--- src/rtl/occ_load_tracker.sv ---
module occ_load_tracker #(
  parameter int NUM_IN  = 3,
  parameter int NUM_OUT = 4,
  parameter int CNT_W   = 6,
  parameter int LEN_W   = 5,
  localparam int OUT_W  = (NUM_OUT > 1) ? $clog2(NUM_OUT) : 1
) (
  input  logic                       clk,
  input  logic                       rst_n,
  input  logic [NUM_IN-1:0]          req_valid,
  input  logic [NUM_IN*NUM_OUT-1:0]  req_allow,
  input  logic [NUM_IN*LEN_W-1:0]    req_len,
  input  logic [NUM_OUT-1:0]         flit_left,
  output logic [NUM_IN-1:0]          grant_valid,
  output logic [NUM_IN*OUT_W-1:0]    grant_port,
  output logic [NUM_OUT*CNT_W-1:0]   occupancy
);
  localparam int SUM_W = CNT_W + LEN_W + $clog2(NUM_IN + 1) + 1;
  localparam logic [SUM_W-1:0] CAP = SUM_W'({CNT_W{1'b1}});

  logic [CNT_W-1:0] cnt_q [NUM_OUT];
  logic [CNT_W-1:0] cnt_d [NUM_OUT];

  always_comb begin
    logic [SUM_W-1:0] acc [NUM_OUT];
    logic [SUM_W-1:0] best_v;
    logic [OUT_W-1:0] best_o;
    logic             hit;
    for (int o = 0; o < NUM_OUT; o++) acc[o] = SUM_W'(cnt_q[o]);
    grant_valid = '0;
    grant_port  = '0;
    for (int i = 0; i < NUM_IN; i++) begin
      hit    = 1'b0;
      best_v = '0;
      best_o = '0;
      for (int o = 0; o < NUM_OUT; o++) begin
        if (req_valid[i] && req_allow[i*NUM_OUT+o] && (!hit || acc[o] < best_v)) begin
          hit    = 1'b1;
          best_v = acc[o];
          best_o = OUT_W'(o);
        end
      end
      grant_valid[i]                 = hit;
      grant_port[i*OUT_W +: OUT_W]   = best_o;
      if (hit) acc[best_o] = acc[best_o] + SUM_W'(req_len[i*LEN_W +: LEN_W]);
    end
    for (int o = 0; o < NUM_OUT; o++) begin
      if (flit_left[o] && acc[o] != '0) acc[o] = acc[o] - SUM_W'(1);
      cnt_d[o] = (acc[o] > CAP) ? {CNT_W{1'b1}} : acc[o][CNT_W-1:0];
    end
  end

  always_ff @(posedge clk) begin
    for (int o = 0; o < NUM_OUT; o++) begin
      if (!rst_n) cnt_q[o] <= '0;
      else        cnt_q[o] <= cnt_d[o];
    end
  end

  for (genvar g = 0; g < NUM_OUT; g++) begin : g_occ
    assign occupancy[g*CNT_W +: CNT_W] = cnt_q[g];
  end
endmodule

--- config.mk ---
export PLATFORM = sky130hd
export DESIGN_NAME = occ_load_tracker
export DESIGN_NICKNAME = d
export VERILOG_FILES = /design/src/rtl/occ_load_tracker.sv
export SDC_FILE = /design/constraint.sdc
export NUM_CORES = 1
export LEC_CHECK = 0
export ABC_AREA = 1
export BUFFER_PORTS_ARGS = -buffer_cell sky130_fd_sc_hd__buf_2
export CORE_AREA = 3 3 83 144
export CTS_CLUSTER_DIAMETER = 100
export CTS_CLUSTER_SIZE = 30
export DETAILED_ROUTE_END_ITERATION = 7
export DIE_AREA = 0 0 86 147
export HOLD_SLACK_MARGIN = 0.06
export PLACE_DENSITY = 0.92
export SETUP_SLACK_MARGIN = 0.3
export SLEW_MARGIN = 15
export SYNTH_ARGS = -nofsm -noshare
export SYNTH_HDL_FRONTEND = slang
export SYNTH_SLANG_ARGS = --single-unit
export TNS_END_PERCENT = 10
--- constraint.sdc ---
create_clock -name clk -period 46 [get_ports clk]
set_clock_uncertainty 0.05 [all_clocks]
set_input_delay 6.9 -clock clk [delete_from_list [all_inputs] [get_ports clk]]
set_output_delay 6.9 -clock clk [all_outputs]
set_load 0.05 [all_outputs]
==> run summary <==
Mux contribution to synthesized area: 0%
Type of origin of the critical path: input pin
Antenna violations before repair: 0
Cts bufs inserted: 3
Fin. Hold Viols: 0
Sequential fraction of the synthesis area: 7.36%
GRT overflow: 0
Final HPWL DP: 20.0 mm
Worst reg2reg setup slack: 24.35 ns
Largest family of logic cells by synthesized area: simple AND/OR/NAND/NOR gates
Final worst-path cycle share: 69.5%
HP Class: reg2reg
Post-Syn Area per Cell: 5.48 sq um
PortBufs: 68
Top flop regs: cnt_q (24)
Ports: 69
Starting density of the core: 60.3%
Slew margin rel.: 30.9%
Number of flip-flops in the largest register: 24
MaxCap Viol Count: 0
Hold buffers post-CTS: 0
Met3 Use GR: 4.43%
Register area: 480 sq um
Critical Path End Type: output pin
Setup TNS: 0 ns
RePlAce Congestion: 1.16
Cells after synthesis: 1191
Final net count: 1358
Synth Cell Area: 0.00653 sq mm
Share of cells above drive strength 1: 12.6%
Worst path max stage delay: 0.47 ns
CTS tree: built
CP Data Arrival Time: 25.00 ns
Global routing met2 resource utilization: 67.0%
Crit path max-delay family: simple AND/OR/NAND/NOR gates
Compound-gate portion of the synthesized area: 18.4%
CTS Sinks: 24
GR Util All Layers: 37.1%
Vias in the first global route: 7654
Largest net degree at the start of global routing: 25
Minimum clock period: 31.95 ns
Vias per Instance: 5.82
DRC: 0
Top post-synthesis cells by area: nand2_1 21%, ha_1 15%, inv_1 12%, dfxtp_1 7.4%, o21ai_0 7.0%
Fill cells: 1128
Synth warn: 0
Post-route ant nets: 0
Post-CTS Resized: 0
Prevailing post-synth register cell: dfxtp_1
Most Crowded Layer GR: met2
First-pass GRT wire length: 37.1 mm
Cell mode on critical path: nand2_1
Yosys top cell by area: nand2_1
Adder-Cell Fraction of Synth Area: 15.7%
Area taken by multi-input logic gates: 0.00510 sq mm
Slew Viols, Final: 0
Clock-pin transition on the worst setup and hold timing paths: 0.06 ns
Commonest cells in the netlist: 360 x nand2_1, 203 x inv_1, 104 x nor2_1
Buffers and inverters on the worst path: 16
Crit Path Category: in2out
Util after Layout: 64.9%
Area fraction of the dominant cell type after synthesis: 20.7%
Worst skew pair latency: 0.25 ns
H-tree depth: 1
Syn nets: 1307
Simple-Gate Fraction of Synth Area: 40.5%
Detailed Routing Iterations Pass 1: 6
WL/cell: 17.3 microns
Slowest library cell on the worst path: o21ai_0
Crit Path Max Fanout: 24
Count leader, synth: nand2_1
DP Area: 0.00692 sq mm
DIE AREA: 0.0126 sq mm
Postcts setup bufs: 0
Routed vias: 7979
Ant diodes: 0
Distinct cell type count after synthesis: 46
First DRT Iteration DRCs: 544
Register bit count reported by yosys: 24
Hold slack: 1.44 ns
Number of placement rows: 50
Met1 Use GR: 35.6%
Number of synthesized flops with an enable pin: 0
Root Driver: clkbuf_16
Final setup fails: 0
Largest Register: cnt_q
Least-Margin Pin Slew: 1.03 ns
CTS max path bufs: 2
Unrepaired setup endpoints after global routing: false
Worst EP required: 39.05 ns
Synth Area in XOR/XNOR: 3.62%
Vert. Die Dim: 147 microns
Core area: 0.0108 sq mm
Ys async rst share: 0%
Status: complete, no violations
Final wirelength: 23.8 mm
Die width: 86 microns
Max Fclk: 31.3 MHz
Area delta synth->final: 7.59%
Design area: 0.00702 sq mm
[through the flow]
stage / cells / setup WS (ns)
finish: 1371 / 14.05
global route: 1371 / 12.19
CTS: 1371 / 14.37
detailed placement: 1367 / 14.50
global placement: 1367 / 14.69
floorplan: 1191 / 16.74
[area by class of cell]
type	count	share of cell area [%]
multi-input combinational	923	72.6
tap	130	2.32
inverter	222	11.9
sequential	24	6.84
timing repair buffer	68	4.85
clock buffer	3	1.07
clock inverter	1	0.428
[worst register-to-register path: cells and delay by family, from the launching register on]
kind / cells / cell delay, ns
flops: 1 / 0.55
fa+ha+maj: 14 / 4.16
xor+xnor: 2 / 0.60
compound gates: 32 / 6.50
buf+inv: 20 / 2.61
simple gates: 76 / 7.03
[cells by family (layout without fill, tap and decap cells)]
kind of cell             Yosys count  in the layout
AND/OR/NAND/NOR                  609            609
AO/OA/AOI/OAI                    207            207
buffers and inverters            244            294
adder cells (fa/ha/maj)           80             80
flip-flops                        24             24
XOR/XNOR                          27             27
[final timing paths]
check               startpoint       endpoint  cells after the start
setup reg to reg   cnt_q[0][5]    cnt_q[0][0]                    144
setup / recovery  req_valid[0]  grant_port[4]                    126
hold reg to reg    cnt_q[2][0]    cnt_q[2][0]                      9
hold / removal     cnt_q[2][0]    cnt_q[2][0]                      9
[routing by layer]
layer	vias up	wire length, microns
li1	3887	-
met1	3500	7980
met2	418	11500
met3	174	1530
met4	0	2720
met5	-	0
[cells in the final DEF (no fill, tap or decap), types with 7 or more instances in the layout]
| cell type | instances |
|---|---|
| buf_2 | 68 |
| o21ai_1 | 15 |
| nor2_1 | 104 |
| nand2_4 | 7 |
| o21ai_2 | 9 |
| or2_2 | 8 |
| a221oi_1 | 7 |
| nand2_1 | 360 |
| inv_1 | 203 |
| o21ai_0 | 91 |
| a211oi_1 | 8 |
| a21oi_1 | 50 |
| nand2_2 | 26 |
| ha_1 | 77 |
| dfxtp_1 | 24 |
| a22oi_1 | 11 |
| xor2_1 | 18 |
| xnor2_1 | 9 |
| nand4_1 | 11 |
| inv_2 | 17 |
| nand3_1 | 70 |
Power is not shown: default switching activity piles up to over one toggle a cycle in this logic, so the estimate is an artifact.
